<file path="src/rtl/sb_pkg.sv">
package sb_pkg;
    typedef enum logic [2:0] {
        STALL_NONE = 3'd0,
        STALL_RAW  = 3'd1,
        STALL_WAW  = 3'd2,
        STALL_WAR  = 3'd3,
        STALL_UNIT = 3'd4
    } stall_e;
endpackage

</file>
<file path="src/rtl/sb_tag_file.sv">
module sb_tag_file #(
    parameter int NUM_REGS = 32,
    localparam int REG_W = $clog2(NUM_REGS)
) (
    input  logic                clk,
    input  logic                rst_n,
    input  logic                set_v,
    input  logic [REG_W-1:0]    set_idx,
    input  logic                clr_v,
    input  logic [REG_W-1:0]    clr_idx,
    output logic [NUM_REGS-1:0] tag_q_o,
    output logic [NUM_REGS-1:0] tag_eff_o
);
    typedef struct packed {
        logic [NUM_REGS-1:0] tag;
    } tag_st_t;

    tag_st_t st_d, st_q;

    always_comb begin
        st_d = st_q;
        tag_eff_o = st_q.tag;
        if (clr_v) begin
            tag_eff_o[clr_idx] = 1'b0;
            st_d.tag[clr_idx]  = 1'b0;
        end
        if (set_v && set_idx != '0) begin
            st_d.tag[set_idx] = 1'b1;
        end
    end

    always_ff @(posedge clk) begin
        if (!rst_n) st_q <= '0;
        else        st_q <= st_d;
    end

    assign tag_q_o = st_q.tag;

    a_r7_reg0_never_tagged: assert property (@(posedge clk) disable iff (!rst_n)
        !st_q.tag[0]);
endmodule

</file>
<file path="src/rtl/sb_unit_table.sv">
module sb_unit_table #(
    parameter int NUM_REGS  = 32,
    parameter int NUM_UNITS = 4,
    localparam int REG_W  = $clog2(NUM_REGS),
    localparam int UNIT_W = $clog2(NUM_UNITS)
) (
    input  logic                 clk,
    input  logic                 rst_n,
    input  logic                 alloc_v,
    input  logic [UNIT_W-1:0]    alloc_unit,
    input  logic                 alloc_dst_v,
    input  logic [REG_W-1:0]     alloc_dst,
    input  logic                 alloc_s0_v,
    input  logic [REG_W-1:0]     alloc_s0,
    input  logic                 alloc_s1_v,
    input  logic [REG_W-1:0]     alloc_s1,
    input  logic                 rel_req,
    input  logic [UNIT_W-1:0]    rel_unit,
    output logic                 rel_fire_o,
    output logic                 rel_dst_v_o,
    output logic [REG_W-1:0]     rel_dst_o,
    output logic [NUM_UNITS-1:0] res_q_o,
    output logic [NUM_UNITS-1:0] res_eff_o,
    output logic [NUM_REGS-1:0]  rd_eff_o
);
    typedef struct packed {
        logic             busy;
        logic             dv;
        logic [REG_W-1:0] dst;
        logic             s0v;
        logic [REG_W-1:0] s0;
        logic             s1v;
        logic [REG_W-1:0] s1;
    } rec_t;

    rec_t [NUM_UNITS-1:0] tab_d, tab_q;

    always_comb begin
        tab_d       = tab_q;
        rel_fire_o  = rel_req && tab_q[rel_unit].busy;
        rel_dst_v_o = rel_fire_o && tab_q[rel_unit].dv;
        rel_dst_o   = tab_q[rel_unit].dst;
        for (int u = 0; u < NUM_UNITS; u++) begin
            res_q_o[u] = tab_q[u].busy;
        end
        res_eff_o = res_q_o;
        if (rel_fire_o) begin
            res_eff_o[rel_unit] = 1'b0;
            tab_d[rel_unit]     = '0;
        end
        rd_eff_o = '0;
        for (int u = 0; u < NUM_UNITS; u++) begin
            if (res_eff_o[u]) begin
                if (tab_q[u].s0v) rd_eff_o[tab_q[u].s0] = 1'b1;
                if (tab_q[u].s1v) rd_eff_o[tab_q[u].s1] = 1'b1;
            end
        end
        if (alloc_v) begin
            tab_d[alloc_unit].busy = 1'b1;
            tab_d[alloc_unit].dv   = alloc_dst_v && alloc_dst != '0;
            tab_d[alloc_unit].dst  = alloc_dst;
            tab_d[alloc_unit].s0v  = alloc_s0_v && alloc_s0 != '0;
            tab_d[alloc_unit].s0   = alloc_s0;
            tab_d[alloc_unit].s1v  = alloc_s1_v && alloc_s1 != '0;
            tab_d[alloc_unit].s1   = alloc_s1;
        end
    end

    always_ff @(posedge clk) begin
        if (!rst_n) tab_q <= '0;
        else        tab_q <= tab_d;
    end

    a_r9_release_frees_unit: assert property (@(posedge clk) disable iff (!rst_n)
        (rel_fire_o && !(alloc_v && alloc_unit == rel_unit)) |=> !res_q_o[$past(rel_unit)]);
    a_r8_alloc_reserves: assert property (@(posedge clk) disable iff (!rst_n)
        alloc_v |=> res_q_o[$past(alloc_unit)]);
endmodule

</file>
<file path="src/rtl/sb_hazard_check.sv">
module sb_hazard_check
    import sb_pkg::*;
#(
    parameter int NUM_REGS  = 32,
    parameter int NUM_UNITS = 4,
    localparam int REG_W  = $clog2(NUM_REGS),
    localparam int UNIT_W = $clog2(NUM_UNITS)
) (
    input  logic                 valid,
    input  logic [UNIT_W-1:0]    unit,
    input  logic                 dst_v,
    input  logic [REG_W-1:0]     dst,
    input  logic                 s0_v,
    input  logic [REG_W-1:0]     s0,
    input  logic                 s1_v,
    input  logic [REG_W-1:0]     s1,
    input  logic [NUM_REGS-1:0]  wr_eff,
    input  logic [NUM_REGS-1:0]  rd_eff,
    input  logic [NUM_UNITS-1:0] unit_blk,
    output logic                 issue_o,
    output stall_e               stall_o
);
    logic raw, waw, war, ubusy, dst_live;

    always_comb begin
        dst_live = dst_v && dst != '0;
        raw   = (s0_v && s0 != '0 && wr_eff[s0]) || (s1_v && s1 != '0 && wr_eff[s1]);
        waw   = dst_live && wr_eff[dst];
        war   = dst_live && rd_eff[dst];
        ubusy = unit_blk[unit];
        if (!valid)     stall_o = STALL_NONE;
        else if (raw)   stall_o = STALL_RAW;
        else if (waw)   stall_o = STALL_WAW;
        else if (war)   stall_o = STALL_WAR;
        else if (ubusy) stall_o = STALL_UNIT;
        else            stall_o = STALL_NONE;
        issue_o = valid && !raw && !waw && !war && !ubusy;
    end
endmodule

</file>
<file path="src/rtl/sb_interlock.sv">
module sb_interlock
    import sb_pkg::*;
#(
    parameter int NUM_REGS  = 32,
    parameter int NUM_UNITS = 4,
    localparam int REG_W  = $clog2(NUM_REGS),
    localparam int UNIT_W = $clog2(NUM_UNITS)
) (
    input  logic                 clk,
    input  logic                 rst_n,
    input  logic                 in_valid_i,
    input  logic [UNIT_W-1:0]    in_unit_i,
    input  logic                 in_dst_v_i,
    input  logic [REG_W-1:0]     in_dst_i,
    input  logic                 in_src0_v_i,
    input  logic [REG_W-1:0]     in_src0_i,
    input  logic                 in_src1_v_i,
    input  logic [REG_W-1:0]     in_src1_i,
    input  logic [NUM_UNITS-1:0] unit_busy_i,
    input  logic                 done_valid_i,
    input  logic [UNIT_W-1:0]    done_unit_i,
    output logic                 issue_o,
    output logic [2:0]           stall_o
);
    logic [NUM_REGS-1:0]  wr_tag_q, wr_eff, rd_eff;
    logic [NUM_UNITS-1:0] res_q, res_eff;
    logic                 rel_fire, rel_dst_v;
    logic [REG_W-1:0]     rel_dst;
    stall_e               stall_w;
    logic                 issue_w;

    sb_unit_table #(.NUM_REGS(NUM_REGS), .NUM_UNITS(NUM_UNITS)) u_table (
        .clk(clk), .rst_n(rst_n),
        .alloc_v(issue_w), .alloc_unit(in_unit_i),
        .alloc_dst_v(in_dst_v_i), .alloc_dst(in_dst_i),
        .alloc_s0_v(in_src0_v_i), .alloc_s0(in_src0_i),
        .alloc_s1_v(in_src1_v_i), .alloc_s1(in_src1_i),
        .rel_req(done_valid_i), .rel_unit(done_unit_i),
        .rel_fire_o(rel_fire), .rel_dst_v_o(rel_dst_v), .rel_dst_o(rel_dst),
        .res_q_o(res_q), .res_eff_o(res_eff), .rd_eff_o(rd_eff)
    );

    sb_tag_file #(.NUM_REGS(NUM_REGS)) u_tags (
        .clk(clk), .rst_n(rst_n),
        .set_v(issue_w && in_dst_v_i), .set_idx(in_dst_i),
        .clr_v(rel_dst_v), .clr_idx(rel_dst),
        .tag_q_o(wr_tag_q), .tag_eff_o(wr_eff)
    );

    sb_hazard_check #(.NUM_REGS(NUM_REGS), .NUM_UNITS(NUM_UNITS)) u_check (
        .valid(in_valid_i), .unit(in_unit_i),
        .dst_v(in_dst_v_i), .dst(in_dst_i),
        .s0_v(in_src0_v_i), .s0(in_src0_i),
        .s1_v(in_src1_v_i), .s1(in_src1_i),
        .wr_eff(wr_eff), .rd_eff(rd_eff),
        .unit_blk(unit_busy_i | res_eff),
        .issue_o(issue_w), .stall_o(stall_w)
    );

    assign issue_o = issue_w;
    assign stall_o = stall_w;

    a_r8_dst_tagged: assert property (@(posedge clk) disable iff (!rst_n)
        (issue_o && in_dst_v_i && in_dst_i != '0) |=> wr_tag_q[$past(in_dst_i)]);
    a_r5_busy_blocks: assert property (@(posedge clk) disable iff (!rst_n)
        (in_valid_i && unit_busy_i[in_unit_i]) |-> !issue_o);
    a_r10_idle_done_ignored: assert property (@(posedge clk) disable iff (!rst_n)
        (done_valid_i && !res_q[done_unit_i] && !issue_o) |=> (wr_tag_q == $past(wr_tag_q)));
    a_r2_tagged_src_blocks: assert property (@(posedge clk) disable iff (!rst_n)
        (in_valid_i && in_src0_v_i && wr_tag_q[in_src0_i] && !done_valid_i) |-> !issue_o);
endmodule

</file>
<file path="config.mk">
export PLATFORM = sky130hd
export DESIGN_NAME = sb_interlock
export DESIGN_NICKNAME = d
export VERILOG_FILES = /design/src/rtl/sb_pkg.sv /design/src/rtl/sb_tag_file.sv /design/src/rtl/sb_unit_table.sv /design/src/rtl/sb_hazard_check.sv /design/src/rtl/sb_interlock.sv
export SDC_FILE = /design/constraint.sdc
export NUM_CORES = 1
export LEC_CHECK = 0
export ABC_CLOCK_PERIOD_IN_PS = 8950
export BUFFER_PORTS_ARGS = -buffer_cell sky130_fd_sc_hd__buf_4
export CELL_PAD_IN_SITES_DETAIL_PLACEMENT = 1
export CELL_PAD_IN_SITES_GLOBAL_PLACEMENT = 2
export CORE_ASPECT_RATIO = 0.5
export CORE_MARGIN = 3
export CORE_UTILIZATION = 41
export DETAILED_ROUTE_END_ITERATION = 6
export GPL_TIMING_DRIVEN = 0
export PLACE_DENSITY = 0.86
export SLEW_MARGIN = 40
export SYNTH_ARGS = -nofsm -noshare
export SYNTH_HDL_FRONTEND = slang
export SYNTH_SLANG_ARGS = --single-unit
</file>
<file path="constraint.sdc">
create_clock -name clk -period 8.95 [get_ports clk]
set_input_delay 1.79 -clock clk [delete_from_list [all_inputs] [get_ports clk]]
set_output_delay 1.79 -clock clk [all_outputs]
set_load 0.01 [all_outputs]
</file>
**Word level (Yosys, flattened, before mapping)**

Index checks and enable logic that the tools add are counted.

- Register bits: 108
- Input port bits: 30
- Output and inout port bits: 4
- Word-level logic and storage cells: 188

- Order comparisons: 26
- Muxes and demuxes: 83
- Bitwise operators: 15
- Reductions and logical operators: 35

Operator list:

| operator | count |
|---|---|
| $mux 32 | 18 |
| $bwmux 76 | 7 |
| $demux 19 s2 | 8 |
| $or 32x32->32 | 8 |
| $mux 76 | 2 |
| $and 76x76->76 | 1 |
| $not 76->76 | 1 |
| $lt 5x6->1 const B | 12 |
| $mux 19 | 3 |
| $demux 1 s5 | 10 |
| $ge 5x1->1 const B | 10 |
| $bmux 19 s2 | 1 |
| $and 32x32->32 | 1 |
| $not 32->32 | 1 |
| $logic_and 1x1->1 | 27 |
| $bmux 1 s5 | 4 |
| $mux 18 | 1 |
| $mux 17 | 1 |
| $mux 1 | 16 |
| $mux 3 | 5 |
| $reduce_bool 5->1 | 3 |
| $mux 12 | 1 |
| $mux 11 | 1 |
| $lt 2x3->1 const B | 2 |
| other kinds (11) | 15 |

**Depth between registers and ports, before layout**

- Depth in word-level cells: 38
- Mapped depth: 15
- Mapped depth without buffers: 10

**By module**

A second synthesis with hierarchy kept.

- Cells, all modules: 945
- Area, all modules: 8450.6 µm²

By module, submodules not included:

| module | instances | cells an instance | area an instance (µm²) | sequential area each (µm²) |
|---|---|---|---|---|
| sb_unit_table | 1 | 647 | 5572.8 | 1521.5 |
| sb_tag_file | 1 | 182 | 1547.7 | 640.6 |
| sb_hazard_check | 1 | 111 | 1298.7 | 0.0 |
| sb_interlock | 1 | 5 | 31.3 | 0.0 |

**Least setup slack after synthesis**

OpenSTA, ideal clock, no wires.

- Path kind: input -> output
- From: in done_unit_i[0]
- To: out issue_o
- Data arrival time: 4.447 ns
- Data required time: 7.160 ns
- Path slack: 2.713 ns
- Stages on the path: 13
- Path buffers: 3
- Cells stage by stage: buf_6 mux4_2 nor2b_2 buf_6 o21ai_4 o21a_1 mux4_2 a211oi_2 a211oi_2 a31oi_4 nand3_1 buf_2 nor2_1

- Cells in the longest elaborated chain, start to end: 32
- Elaborated cells on any way between the ends: 63
- Classes of those cells: order compare (4); mux (31); bitwise (11); reduce/logical (17)

Ends and longest elaborated chain:

| what | RTL line | text |
|---|---|---|
| start, declared | sb_interlock.sv:21 | `input logic [UNIT_W-1:0] done_unit_i,` |
| $lt 2x3->1 (implied by the code) or $ge 2x1->1 (tied branches) | sb_unit_table.sv:48 | `res_eff_o[rel_unit] = 1'b0;` |
| $logic_and 1x1->1 (implied by the code) | sb_unit_table.sv:48 |  |
| $mux 1 (implied by the code) | sb_unit_table.sv:48 |  |
| $demux 1 s2 | - |  |
| $not 4->4 (no source line) | - |  |
| $and 4x4->4 (no source line) | - |  |
| $mux 4 | sb_unit_table.sv:47 | `if (rel_fire_o) begin` |
| $mux 32 | sb_unit_table.sv:53 | `if (res_eff_o[u]) begin` |
| (+16 left out) | - |  |
| $mux 32 | sb_unit_table.sv:55 | `if (tab_q[u].s1v) rd_eff_o[tab_q[u].s1] = 1'b1;` |
| $mux 32 | sb_unit_table.sv:53 |  |
| $bmux 1 s5 | sb_hazard_check.sv:29 | `war = dst_live && rd_eff[dst];` |
| $mux 1 (implied by the code) | sb_hazard_check.sv:29 |  |
| $logic_and 1x1->1 | sb_hazard_check.sv:29 |  |
| $logic_not 1->1 | sb_hazard_check.sv:37 | `issue_o = valid && !raw && !waw && !war && !ubusy;` |
| $logic_and 1x1->1 | sb_hazard_check.sv:37 |  |
| $logic_and 1x1->1 * | sb_hazard_check.sv:37 |  |
| end, declared | sb_interlock.sv:22 | `output logic issue_o,` |

Mark *: on every way between the ends. The rest lies on a longest branch, timed or not. The select of a mux whose other input is x is not followed.

**Final worst setup path**

- From: in in_dst_i[1]
- To: out stall_o[2]

- Cells in the longest elaborated chain, start to end: 7
- Elaborated cells on any way between the ends: 12
- Classes of those cells: mux (8); reduce/logical (4)

Ends and longest elaborated chain:

| what | RTL line | text |
|---|---|---|
| start, declared | sb_interlock.sv:14 | `input logic [REG_W-1:0] in_dst_i,` |
| $bmux 1 s5 or $reduce_bool 5->1 (tied branches) | sb_hazard_check.sv:29, sb_hazard_check.sv:26 |  |
| $mux 1 (implied by the code) or $logic_and 1x1->1 (tied branches) | sb_hazard_check.sv:29, sb_hazard_check.sv:26 |  |
| $logic_and 1x1->1 | sb_hazard_check.sv:29 |  |
| $mux 3 | sb_hazard_check.sv:34 | `else if (war) stall_o = STALL_WAR;` |
| $mux 3 * | sb_hazard_check.sv:33 | `else if (waw) stall_o = STALL_WAW;` |
| $mux 3 * | sb_hazard_check.sv:32 | `else if (raw) stall_o = STALL_RAW;` |
| $mux 3 * | sb_hazard_check.sv:31 | `if (!valid) stall_o = STALL_NONE;` |
| end, declared | sb_interlock.sv:23 | `output logic [2:0] stall_o` |

Marked as above.

==> metrics.yaml <==
cts.sinks: 108
maxCapViolations: 0
end_kind: "primary output"
dpl.hpwl_mm: 32.8
tightestPinTransition_ns: 0.827
synth_seq_area_share_pct: 24.4
die_w_um: 214
syn-num-nets: 1185
post-place-ws_ns: 1.23
peakVddDrop_uv: 80.1
max_clock_freq_ghz: 0.131
die_h_um: 110
io_pins: 34
nets: 1222
critPathMaxFanout: 10
syn_area_um2: 8860
clk_latency_ns: 0.38
critical_path_required_ns: 7.16
synth-edff-count: 0
netlist_instances: 1155
status: "completed"
synth.distinct_cells: 82
die_area_um2: 23500
dr.pass1.iters: 6
leakagePower_nw: 3.31
avgViaCountPerCell: 6.88
hold_slack_ns: 0.468
path_class: "primary input to primary output"
async_flop_share_pct: 0
synth_top_area_cell: "dfxtp_1"
place.gp.congestion: 0.959
dp_cells: 1473
drc_errors: 0
fin_setup_tns_ns: 0
start_util_pct: 42.5
syn_avg_cell_area_um2: 7.68
grt_max_degree: 19
holdBufCountCts: 0
setup_viol: 0
final_cells: 1490
ys_top_cells_by_area: "dfxtp_1 24%, o22ai_1 8.5%, mux2i_1 8.4%, nand2_1 7.0%, clkbuf_1 3.4%"
cts_buffers: 9
grt_overflow: 0
max_slew_margin_pct: 44.9
setup_slack_ns: 1.29
port_buffers: 26
synth_warnings: 0
ant_nets: 0
cts_buffer_depth: 2
drtIter0Drc: 1386
total_power_w: 0.00110
hold_viol: 0
post_cts_buffers: 0
skew_ns: 0.0108
area_growth_pct: 10.1
grt_pass1_wl_mm: 62.9
drive_gt1_share_pct: 10.2
num_rows: 37
final_cell_mix: "165 x nand2_1, 120 x o22ai_1, 108 x dfxtp_1"
cts_resized: 0
grt_use_total_pct: 35.3
yosys_most_used_dff: "dfxtp_1"
cts_tree: "yes"
grt_pass1_vias: 9935
cts_max_level: 3
cp-start-kind: "primary input"
antenna_found_initial: 0
coreArea_um2: 20900
powerDensity_nw_per_um2: 113
hp-class: "flop to flop"
cts_root_buf: "clkbuf_16"
dr_total_vias: 10300
wl_per_cell_um: 28.2
final.period_utilization_pct: 85.6
rsz0062_at_grt: "no"
ys_seq_elements: 108
path_clk_slew_ns: 0.08
drt_wl_total_mm: 42.0
fin_crit_ns: 7.66
synth_top_cell_area_share_pct: 24.4
layout_commonest_cell: "nand2_1"
cp.arrival_ns: 5.87
slew_violations: 0
## Yosys cell counts (9+ instances only)
cell type	count
nand2_1	165
o22ai_1	120
dfxtp_1	108
clkbuf_1	81
mux2i_1	74
nand3_1	54
nor2_1	52
a21oi_1	35
a22oi_1	32
o211ai_1	29
nand4b_1	26
nand2b_1	25
nor2b_1	21
nand4_1	20
o21ai_0	20
buf_1	15
a221oi_1	12
a222oi_1	12
and2_1	12
buf_2	12
inv_1	12
o31ai_1	12
a31oi_1	11
buf_6	10
o32ai_1	10
o21a_1	9
or2_2	9
## cell families after synthesis
group,Yosys count,share of synthesized area (%)
multiplexers,84,10.5
AO/OA/AOI/OAI,370,30.0
AND/OR/NAND/NOR,458,28.3
buffers and inverters,135,6.86
flip-flops,108,24.4
## path summary, 6_finish.rpt
kind	startpoint	to	slack (ns)	depth (start not counted)
setup reg to reg	u_table.res_q_o[0]$_SDFF_PN0_	u_table.tab_q[21]$_SDFF_PN0_	4.84	12
setup / recovery	in_dst_i[1]	stall_o[2]	1.29	13
hold / removal	u_table.tab_q[35]$_SDFF_PN0_	u_table.tab_q[35]$_SDFF_PN0_	0.47	2
hold reg to reg	u_table.tab_q[35]$_SDFF_PN0_	u_table.tab_q[35]$_SDFF_PN0_	0.47	2
## cell type report
cell class / instances / area [um2]
repair buffers: 26 / 195
inverters: 14 / 52.6
well taps: 292 / 365
flip-flops and latches: 108 / 2160
diodes: 1 / 2.50
fillers: 2618 / 11100
clock inverters: 5 / 43.8
multi-input cells: 912 / 6120
plain buffers: 121 / 559
clock buffers: 11 / 253
## metal layers
metal / global-route usage, % / part of all wire, % / vias to the layer above / wire [um]
met5: 0 / 0 / - / 0
met4: 12.9 / 3.2 / 0 / 1340
met3: 7.23 / 9.5 / 84 / 3990
met2: 55.4 / 43 / 519 / 18100
met1: 48.4 / 44 / 5127 / 18600
li1: - / - / 4528 / -
## sequential cells by signal (all words and copies together), names as in the netlist
register / flops
u_tags.tag_q_o: 32
u_table.tab_q: 72
u_table.res_q_o: 4
## critical path, cell delays in order
cell,delay [ns]
clkbuf_1,0.37
clkinv_1,0.40
nand2_1,0.47
clkbuf_1,0.68
a21oi_1,0.22
nand2_1,0.11
a41oi_1,0.21
nor4_2,0.59
a31oi_4,0.23
nand3_1,0.26
buf_2,0.28
nor2_1,0.06
buf_4,0.17
## per-stage QoR
stage          instance area (um2)  util [%]
6_report                      9760      46.7
5_1_grt                       9760      46.7
4_1_cts                       9730      46.6
3_5_place_dp                  9430      45.2
3_3_place_gp                  9430      45.1
2_1_floorplan                 8860         -
## where the power goes
part | switching (W) | internal, W
Combinational | 0.000137 | 0.0000556
Sequential | 0.00000423 | 0.000486
Clock | 0.000210 | 0.000208
Total | 0.000352 | 0.000750
Note: power is estimated with default switching activity, not from simulation.
